`src/rtl/memerr_pkg.sv`:
```
package memerr_pkg;

    localparam int NUM_CHAN = 3;
    localparam int NUM_SLOT = 3;
    localparam int NUM_LOC  = NUM_CHAN * NUM_SLOT;
    localparam int CH_W     = 2;
    localparam int SL_W     = 2;
    localparam int ADDR_W   = 6;

    localparam int A_TOT_CE = 0;
    localparam int A_TOT_UE = 1;
    localparam int A_NI_CE  = 2;
    localparam int A_NI_UE  = 3;
    localparam int A_SEC    = 4;
    localparam int A_AGG_CE = 5;
    localparam int A_AGG_UE = A_AGG_CE + NUM_SLOT;
    localparam int A_LOC    = 16;
    localparam int A_LOC_END = A_LOC + 2 * NUM_LOC;

    typedef struct packed {
        logic            valid;
        logic            ue;
        logic            loc_ok;
        logic [CH_W-1:0] chan;
        logic [SL_W-1:0] slot;
    } err_event_t;

    function automatic logic ev_located(err_event_t e);
        return e.loc_ok && (int'(e.chan) < NUM_CHAN) && (int'(e.slot) < NUM_SLOT);
    endfunction

    function automatic int loc_index(err_event_t e);
        return int'(e.chan) * NUM_SLOT + int'(e.slot);
    endfunction

endpackage

```
`src/rtl/memerr_sat_cnt.sv`:
```
module memerr_sat_cnt #(
    parameter int W = 16
) (
    input  logic         clk,
    input  logic         rst,
    input  logic         clr,
    input  logic         inc,
    output logic [W-1:0] q
);
    localparam logic [W-1:0] MAXV = '1;

    always_ff @(posedge clk) begin
        if (rst || clr)
            q <= '0;
        else if (inc && (q != MAXV))
            q <= q + 1'b1;
    end
endmodule

```
`src/rtl/memerr_sec_timer.sv`:
```
module memerr_sec_timer #(
    parameter int CYC_PER_SEC = 100,
    parameter int SEC_W       = 32
) (
    input  logic             clk,
    input  logic             rst,
    input  logic             clr,
    output logic [SEC_W-1:0] sec
);
    localparam int PS_W = (CYC_PER_SEC > 1) ? $clog2(CYC_PER_SEC) : 1;
    localparam logic [PS_W-1:0] PS_LAST = PS_W'(CYC_PER_SEC - 1);
    localparam logic [SEC_W-1:0] SEC_MAX = '1;

    logic [PS_W-1:0] ps;

    always_ff @(posedge clk) begin
        if (rst || clr) begin
            ps  <= '0;
            sec <= '0;
        end else if (ps == PS_LAST) begin
            ps <= '0;
            if (sec != SEC_MAX)
                sec <= sec + 1'b1;
        end else begin
            ps <= ps + 1'b1;
        end
    end
endmodule

```
`src/rtl/memerr_decode.sv`:
```
module memerr_decode
    import memerr_pkg::*;
(
    input  err_event_t          ev,
    output logic [NUM_LOC-1:0]  inc_loc_ce,
    output logic [NUM_LOC-1:0]  inc_loc_ue,
    output logic [NUM_SLOT-1:0] inc_agg_ce,
    output logic [NUM_SLOT-1:0] inc_agg_ue,
    output logic                inc_tot_ce,
    output logic                inc_tot_ue,
    output logic                inc_ni_ce,
    output logic                inc_ni_ue
);
    logic located;

    always_comb begin
        located    = ev_located(ev);
        inc_loc_ce = '0;
        inc_loc_ue = '0;
        inc_agg_ce = '0;
        inc_agg_ue = '0;
        inc_tot_ce = ev.valid && !ev.ue;
        inc_tot_ue = ev.valid &&  ev.ue;
        inc_ni_ce  = ev.valid && !ev.ue && !located;
        inc_ni_ue  = ev.valid &&  ev.ue && !located;
        if (ev.valid && located) begin
            if (ev.ue) begin
                inc_loc_ue[loc_index(ev)] = 1'b1;
                inc_agg_ue[ev.slot]       = 1'b1;
            end else begin
                inc_loc_ce[loc_index(ev)] = 1'b1;
                inc_agg_ce[ev.slot]       = 1'b1;
            end
        end
    end
endmodule

```
`src/rtl/memerr_read_mux.sv`:
```
module memerr_read_mux
    import memerr_pkg::*;
#(
    parameter int CNT_W  = 16,
    parameter int SEC_W  = 32,
    parameter int DATA_W = 32
) (
    input  logic [ADDR_W-1:0]              addr,
    input  logic [NUM_LOC-1:0][CNT_W-1:0]  loc_ce,
    input  logic [NUM_LOC-1:0][CNT_W-1:0]  loc_ue,
    input  logic [NUM_SLOT-1:0][CNT_W-1:0] agg_ce,
    input  logic [NUM_SLOT-1:0][CNT_W-1:0] agg_ue,
    input  logic [CNT_W-1:0]               tot_ce,
    input  logic [CNT_W-1:0]               tot_ue,
    input  logic [CNT_W-1:0]               ni_ce,
    input  logic [CNT_W-1:0]               ni_ue,
    input  logic [SEC_W-1:0]               sec,
    output logic [DATA_W-1:0]              data
);
    int a;
    int li;

    always_comb begin
        a    = int'(addr);
        li   = 0;
        data = '0;
        if (a == A_TOT_CE)
            data = DATA_W'(tot_ce);
        else if (a == A_TOT_UE)
            data = DATA_W'(tot_ue);
        else if (a == A_NI_CE)
            data = DATA_W'(ni_ce);
        else if (a == A_NI_UE)
            data = DATA_W'(ni_ue);
        else if (a == A_SEC)
            data = DATA_W'(sec);
        else if (a >= A_AGG_CE && a < A_AGG_UE)
            data = DATA_W'(agg_ce[a - A_AGG_CE]);
        else if (a >= A_AGG_UE && a < A_AGG_UE + NUM_SLOT)
            data = DATA_W'(agg_ue[a - A_AGG_UE]);
        else if (a >= A_LOC && a < A_LOC_END) begin
            li = (a - A_LOC) / 2;
            if (addr[0])
                data = DATA_W'(loc_ue[li]);
            else
                data = DATA_W'(loc_ce[li]);
        end
    end
endmodule

```
`src/rtl/memerr_counter_bank.sv`:
```
module memerr_counter_bank
    import memerr_pkg::*;
#(
    parameter int CNT_W       = 32,
    parameter int SEC_W       = 32,
    parameter int CYC_PER_SEC = 100000000,
    parameter int DATA_W      = (CNT_W > SEC_W) ? CNT_W : SEC_W
) (
    input  logic              clk,
    input  logic              rst,
    input  logic              ev_valid,
    input  logic              ev_ue,
    input  logic              ev_loc_ok,
    input  logic [CH_W-1:0]   ev_chan,
    input  logic [SL_W-1:0]   ev_slot,
    input  logic              log_ce_en,
    input  logic              log_ue_en,
    input  logic              clr_strobe,
    input  logic [ADDR_W-1:0] rd_addr,
    output logic [DATA_W-1:0] rd_data,
    output logic              log_valid,
    output logic              log_ue
);
    err_event_t ev;
    assign ev = '{valid: ev_valid, ue: ev_ue, loc_ok: ev_loc_ok, chan: ev_chan, slot: ev_slot};

    logic [NUM_LOC-1:0]  inc_loc_ce, inc_loc_ue;
    logic [NUM_SLOT-1:0] inc_agg_ce, inc_agg_ue;
    logic inc_tot_ce, inc_tot_ue, inc_ni_ce, inc_ni_ue;

    memerr_decode u_dec (
        .ev(ev),
        .inc_loc_ce(inc_loc_ce), .inc_loc_ue(inc_loc_ue),
        .inc_agg_ce(inc_agg_ce), .inc_agg_ue(inc_agg_ue),
        .inc_tot_ce(inc_tot_ce), .inc_tot_ue(inc_tot_ue),
        .inc_ni_ce(inc_ni_ce),   .inc_ni_ue(inc_ni_ue)
    );

    logic [NUM_LOC-1:0][CNT_W-1:0]  loc_ce_q, loc_ue_q;
    logic [NUM_SLOT-1:0][CNT_W-1:0] agg_ce_q, agg_ue_q;
    logic [CNT_W-1:0] tot_ce_q, tot_ue_q, ni_ce_q, ni_ue_q;
    logic [SEC_W-1:0] sec_q;

    for (genvar g = 0; g < NUM_LOC; g++) begin : g_loc
        memerr_sat_cnt #(.W(CNT_W)) u_ce (.clk(clk), .rst(rst), .clr(clr_strobe),
                                          .inc(inc_loc_ce[g]), .q(loc_ce_q[g]));
        memerr_sat_cnt #(.W(CNT_W)) u_ue (.clk(clk), .rst(rst), .clr(clr_strobe),
                                          .inc(inc_loc_ue[g]), .q(loc_ue_q[g]));
    end

    for (genvar s = 0; s < NUM_SLOT; s++) begin : g_agg
        memerr_sat_cnt #(.W(CNT_W)) u_ce (.clk(clk), .rst(rst), .clr(clr_strobe),
                                          .inc(inc_agg_ce[s]), .q(agg_ce_q[s]));
        memerr_sat_cnt #(.W(CNT_W)) u_ue (.clk(clk), .rst(rst), .clr(clr_strobe),
                                          .inc(inc_agg_ue[s]), .q(agg_ue_q[s]));
    end

    memerr_sat_cnt #(.W(CNT_W)) u_tot_ce (.clk(clk), .rst(rst), .clr(clr_strobe),
                                          .inc(inc_tot_ce), .q(tot_ce_q));
    memerr_sat_cnt #(.W(CNT_W)) u_tot_ue (.clk(clk), .rst(rst), .clr(clr_strobe),
                                          .inc(inc_tot_ue), .q(tot_ue_q));
    memerr_sat_cnt #(.W(CNT_W)) u_ni_ce  (.clk(clk), .rst(rst), .clr(clr_strobe),
                                          .inc(inc_ni_ce), .q(ni_ce_q));
    memerr_sat_cnt #(.W(CNT_W)) u_ni_ue  (.clk(clk), .rst(rst), .clr(clr_strobe),
                                          .inc(inc_ni_ue), .q(ni_ue_q));

    memerr_sec_timer #(.CYC_PER_SEC(CYC_PER_SEC), .SEC_W(SEC_W)) u_sec (
        .clk(clk), .rst(rst), .clr(clr_strobe), .sec(sec_q)
    );

    logic [DATA_W-1:0] rd_mux;

    memerr_read_mux #(.CNT_W(CNT_W), .SEC_W(SEC_W), .DATA_W(DATA_W)) u_rd (
        .addr(rd_addr),
        .loc_ce(loc_ce_q), .loc_ue(loc_ue_q),
        .agg_ce(agg_ce_q), .agg_ue(agg_ue_q),
        .tot_ce(tot_ce_q), .tot_ue(tot_ue_q),
        .ni_ce(ni_ce_q),   .ni_ue(ni_ue_q),
        .sec(sec_q),
        .data(rd_mux)
    );

    always_ff @(posedge clk) begin
        if (rst) begin
            rd_data   <= '0;
            log_valid <= 1'b0;
            log_ue    <= 1'b0;
        end else begin
            rd_data   <= rd_mux;
            log_valid <= ev.valid && !clr_strobe && (ev.ue ? log_ue_en : log_ce_en);
            log_ue    <= ev.ue;
        end
    end
endmodule

```
`config.mk`:
```
export PLATFORM = sky130hd
export DESIGN_NAME = memerr_counter_bank
export DESIGN_NICKNAME = d
export VERILOG_FILES = /design/src/rtl/memerr_pkg.sv /design/src/rtl/memerr_sat_cnt.sv /design/src/rtl/memerr_sec_timer.sv /design/src/rtl/memerr_decode.sv /design/src/rtl/memerr_read_mux.sv /design/src/rtl/memerr_counter_bank.sv
export SDC_FILE = /design/constraint.sdc
export NUM_CORES = 2
export LEC_CHECK = 0
export BUFFER_PORTS_ARGS = -buffer_cell sky130_fd_sc_hd__clkbuf_2
export CAP_MARGIN = 10
export CELL_PAD_IN_SITES_DETAIL_PLACEMENT = 1
export CELL_PAD_IN_SITES_GLOBAL_PLACEMENT = 1
export CORE_ASPECT_RATIO = 1.1
export CORE_MARGIN = 10
export CORE_UTILIZATION = 50
export CTS_BUF_LIST = sky130_fd_sc_hd__clkbuf_2 sky130_fd_sc_hd__clkbuf_4 sky130_fd_sc_hd__clkbuf_8
export DETAILED_ROUTE_END_ITERATION = 10
export HOLD_SLACK_MARGIN = 0.06
export PLACE_DENSITY_LB_ADDON = 0.1
export SLEW_MARGIN = 20
export SYNTH_ARGS = -nofsm -noshare
export SYNTH_HDL_FRONTEND = slang
export SYNTH_SLANG_ARGS = --single-unit
```
`constraint.sdc`:
```
create_clock -name clk -period 5.9 [get_ports clk]
set_clock_uncertainty 0.1 [all_clocks]
set_input_delay 1.18 -clock clk [delete_from_list [all_inputs] [get_ports clk]]
set_output_delay 1.18 -clock clk [all_outputs]
set_load 0.05 [all_outputs]
```
==> results by stage <==
Status:
- The run finished with clean final reports.

Timing:
- The number of setup violations in the final report is 0.
- The count of pins over their slew limit is 0.
- Counting I/O delays and the setup requirement, the final critical path takes around 4400 ps.
- Setup repair after global routing left no endpoint under its margin.
- The number of endpoints with negative hold slack in the final report is 0.
- In the finished design, the share of the clock period the worst path needs comes to between 70% and 80%.
- In the final timing run, aggregate negative setup slack is 0 ps.
- The maximum achievable frequency is 229 MHz.
- The headroom to the max-slew limit is between 10 and 15%.
- For the pin with the worst max-slew slack, the measured transition is 1270 ps.

GRT:
- The global router's overall resource usage is between 30% and 40%.
- The largest net degree at the start of global routing is between 150 and 200.
- The via count of the first global-routing pass is roughly 50000.
- Summed over all layers, the global routing overflow is 0.
- The initial antenna violation count is 19.
- The first global-routing pass estimated between 300000 and 400000 um of wire.

Yosys:
- After synthesis, the share of flip-flops with an asynchronous set or reset is 0%.
- For this run, the number of Yosys warnings is 0.
- Each instance of the synthesized netlist takes up on average a little over 8 sq um.
- The synthesized netlist occupies a cell area of around 52000 sq um.
- Among all flip-flop cells after synthesis, the most frequent one is sky130_fd_sc_hd__dfxtp_1.
- The netlist uses 93 different library cells.
- The synthesized design contains 989 register bits.
- The proportion of synthesized chip area in sequential cells is between 30% and 40%.
- Counting every instance in the synthesized netlist gives 6453.
- The synthesized net count is about 6500.
- The count of flip-flops with a built-in enable after synthesis is 0.

Floorplanning:
- The total area inside the core boundary comes to 104000 sq um.
- The width of the die is 328 um.
- The die covers 117000 sq um.
- The count of boundary I/O pins is 52.
- The row count is roughly 120.
- The die is around 360 um tall.
- The starting density of the core is around 50%.

Detailed routing:
- The number of vias after detailed routing is ~50000.
- The average routed wire per standard cell is between 20 and 25 um.
- Dividing the detail-routed via count by the number of cells gives about 6.3.
- The pre-antenna-repair detailed-routing pass consisted of 6 iterations.
- For this block, the routed nets add up to around 200000 um of wire.
- The number of violations reported at the end of detailed-routing iteration 0 is about 4300.
- For this run, design rule violations remaining after detail routing come to 0.
- The residual antenna-violating net count after detailed routing is 0.

Worst setup path:
- The number of buffers and inverters on the critical path is 2.
- The worst setup path is captured at a register.
- The signal arrival time at the worst endpoint is 5050 ps.
- The number of gates on the worst path with buffers counted is 12.
- The worst-case reg-to-reg path depth is 8.
- The family of cells with the greatest summed delay on the critical path is simple AND/OR/NAND/NOR gates.
- The most prevalent standard cell on the critical path is sky130_fd_sc_hd__ha_1.
- The cell with the largest stage delay on the worst path is sky130_fd_sc_hd__nand4bb_1.
- The kind of critical path is primary input to register.
- The type of origin of the critical path is a primary input.
- Of all nets on the critical path, the largest fanout is 13.
- Data on the critical path is required at its endpoint by 6580 ps.
- The signal on the critical path passes through clkbuf_2, ha_1, inv_1, ha_1, a21oi_1, xor2_2, a31oi_2, nor3_2, nand4bb_1, nor4_1, xnor2_1, nor2_1.
- The largest single stage delay on the critical path is approximately 620 ps.

Layout:
- In the final layout, the share of cells above drive strength 1 is under 10%.
- The area growth from synthesis to final layout is 10.5%.
- At the end of the flow, the number of nets in the layout was 6517.

Placed design:
- The congestion estimate from routability-driven global placement came to about 1.
- The number of I/O port buffers is just over 50.
- The sum of net half-perimeters after detailed placement is roughly 150000 um.

Clock network:
- The cell at the root of the clock tree is sky130_fd_sc_hd__clkbuf_8.
- The clock latency of the later-clocked register in the worst-skew pair is a little over 900 ps.
- Gates resized during post-CTS repair numbered 0.
- The clock-pin slew on the worst setup and hold paths is around 60 ps.
- Counting every sink on the clock net gives approximately 1000.
- The hold buffer count at CTS is 0.
- No sink is reached through more buffers than the 3 on the longest clock path.
- The post-CTS repair timing setup buffer count is 0.
- In this run the number of H-tree levels came out at 4.
- The clock buffer count from CTS is 175.
- TritonCTS built the clock tree.

Pwr:
- IR analysis of the VDD net gives a maximum drop of ~210 uV.
- The power density normalized to cell area is between 200 and 300 nW/um^2.
- The total power is around 14 mW.
- The analysis attributes to cell leakage a power of between 15 and 20 nW.

Flow run:
- Across the run, the number of max-cap violations was 0.

Min path:
- Counting instances, the worst hold path has a depth of 1.
- The path class of the lowest-slack min-delay path is register to register.
## where the power goes
part	switching [mW]	internal (mW)	leakage [nW]
Sequential	0.0129	6.69	7.96
Clock	3.08	3.75	1.98
Combinational	0.693	0.228	8.67
## layout by cell type (no fill, tap or decap), types with 7 or more instances in the layout
cell type                  count
sky130_fd_sc_hd__buf_4        94
sky130_fd_sc_hd__o21ai_0     237
sky130_fd_sc_hd__a221oi_1     36
sky130_fd_sc_hd__o211ai_1     20
sky130_fd_sc_hd__nor3_1      147
sky130_fd_sc_hd__clkbuf_2     49
sky130_fd_sc_hd__inv_6         7
sky130_fd_sc_hd__a32o_1       10
sky130_fd_sc_hd__ha_1         38
sky130_fd_sc_hd__nand3_1     367
sky130_fd_sc_hd__or3_1       140
sky130_fd_sc_hd__clkinv_2     12
sky130_fd_sc_hd__nand4_1     263
sky130_fd_sc_hd__nor2_1     1081
sky130_fd_sc_hd__o221ai_1     70
sky130_fd_sc_hd__nor2b_1      17
sky130_fd_sc_hd__nand2b_1      8
sky130_fd_sc_hd__o22ai_1      94
sky130_fd_sc_hd__clkbuf_4     66
sky130_fd_sc_hd__diode_2      10
sky130_fd_sc_hd__a311oi_1      9
sky130_fd_sc_hd__xor2_1      482
sky130_fd_sc_hd__dfxtp_1     989
sky130_fd_sc_hd__a21oi_1     272
sky130_fd_sc_hd__and4_1      133
sky130_fd_sc_hd__clkbuf_8    215
sky130_fd_sc_hd__inv_1       111
sky130_fd_sc_hd__a211o_1      14
sky130_fd_sc_hd__and2_1       61
sky130_fd_sc_hd__nor4_1       52
sky130_fd_sc_hd__mux2i_1     133
sky130_fd_sc_hd__buf_12       13
sky130_fd_sc_hd__xnor2_1     319
sky130_fd_sc_hd__or4_1        13
sky130_fd_sc_hd__a31oi_1      16
sky130_fd_sc_hd__and3_1      155
sky130_fd_sc_hd__nand2_1     583
sky130_fd_sc_hd__mux4_2       31
sky130_fd_sc_hd__a211oi_1     40
sky130_fd_sc_hd__a221o_1      31
## layer usage
metal / up-vias / global-route usage [%] / routed length [um] / part of all wire [%]
met5: - / 0 / 80 / 0.040
met4: 14 / 19.5 / 12500 / 6.3
met3: 536 / 6.31 / 14800 / 7.4
met2: 1831 / 52.5 / 90800 / 46
met1: 25102 / 40.7 / 81300 / 41
li1: 22844 / - / - / -
## cell type report
cell class                      instances  area, sq um
Antenna cell                           10         25.0
Clock buffer                          281         3450
Clock inverter                         27          243
Fill cell                           12638        46100
Inverter                              114          428
Multi-Input combinational cell       5021        30600
Sequential cell                       989        19800
Tap cell                             1386         1730
Timing Repair Buffer                  157         1220
## worst register-to-register path, delay by kind of cell (launching register included)
kind	cells	cell delay, ps
simple gates	5	1630
xor+xnor	1	160
compound gates	1	410
fa+ha+maj	1	550
flops	1	470
## per-stage QoR
| step | std cells | hold slack, ps | instance area (sq um) | util, % | setup WS [ps] |
|---|---|---|---|---|---|
| after global routing | 7977 | 382 | 57500 | 55.5 | 1480 |
| after global placement | 7667 | 332 | 53800 | 51.9 | 921 |
| after detailed placement | 7667 | 343 | 53800 | 51.9 | 784 |
| final | 7985 | 354 | 57500 | 55.5 | 1530 |
| after CTS | 7975 | 357 | 57500 | 55.5 | 1700 |
| after floorplan | 6453 | 318 | 52100 | - | 1080 |
## synth_stat cells, drive strengths merged (9+ instances only)
cell / number / area, sq um
o221ai: 70 / 613
nor4: 57 / 414
and3: 155 / 970
a32o: 10 / 100
a311oi: 10 / 93.8
and2: 64 / 400
nor2b: 18 / 113
a221o: 31 / 310
o22ai: 94 / 588
or3: 140 / 876
ha: 40 / 500
nor3: 152 / 771
a31oi: 19 / 131
mux2i: 133 / 1330
xnor2: 321 / 2820
a211o: 14 / 123
nand4: 264 / 1660
mux4: 31 / 698
nand3: 367 / 1840
or2: 9 / 56.3
a211oi: 43 / 340
buf: 64 / 299
clkbuf: 265 / 997
o211ai: 20 / 150
o21ai: 244 / 1220
nand2: 583 / 2190
dfxtp: 989 / 19800
xor2: 483 / 4240
a221oi: 36 / 315
inv: 112 / 420
or4: 14 / 109
a21oi: 273 / 1370
nor2: 1085 / 4080
and4: 133 / 1160
## worst paths after layout
| path | start | endpoint | slack [ps] |
|---|---|---|---|
| setup / recovery | ev_chan[1] | g_loc[5].u_ce.q[29] | 1530 |
| setup reg to reg | g_loc[4].u_ce.q[0] | g_loc[4].u_ce.q[5] | 2450 |
| hold / removal | u_sec.ps[0] | u_sec.ps[0] | 350 |
| hold reg to reg | u_sec.ps[0] | u_sec.ps[0] | 350 |
## state kept, by name, summed over array words and instances, names as in the netlist, 32 cells and up
signal and cells:
u_ni_ce.q 32, g_loc.u_ue.q 288, u_ni_ue.q 32, rd_data 32, u_tot_ue.q 32, g_agg.u_ce.q 96
u_sec.sec 32, g_agg.u_ue.q 96, u_tot_ce.q 32, g_loc.u_ce.q 288
## kinds of logic after synthesis
kind of cell             count (synthesis)  synth area share [%]
AO/OA/AOI/OAI                          926                  11.3
XOR/XNOR                               804                  13.6
adder cells (fa/ha/maj)                 41                  1.00
buffers and inverters                  443                  3.31
flip-flops                             989                  38.0
multiplexers                           166                  3.94
AND/OR/NAND/NOR                       3084                  28.9
Note: power is estimated with default switching activity, not from simulation.
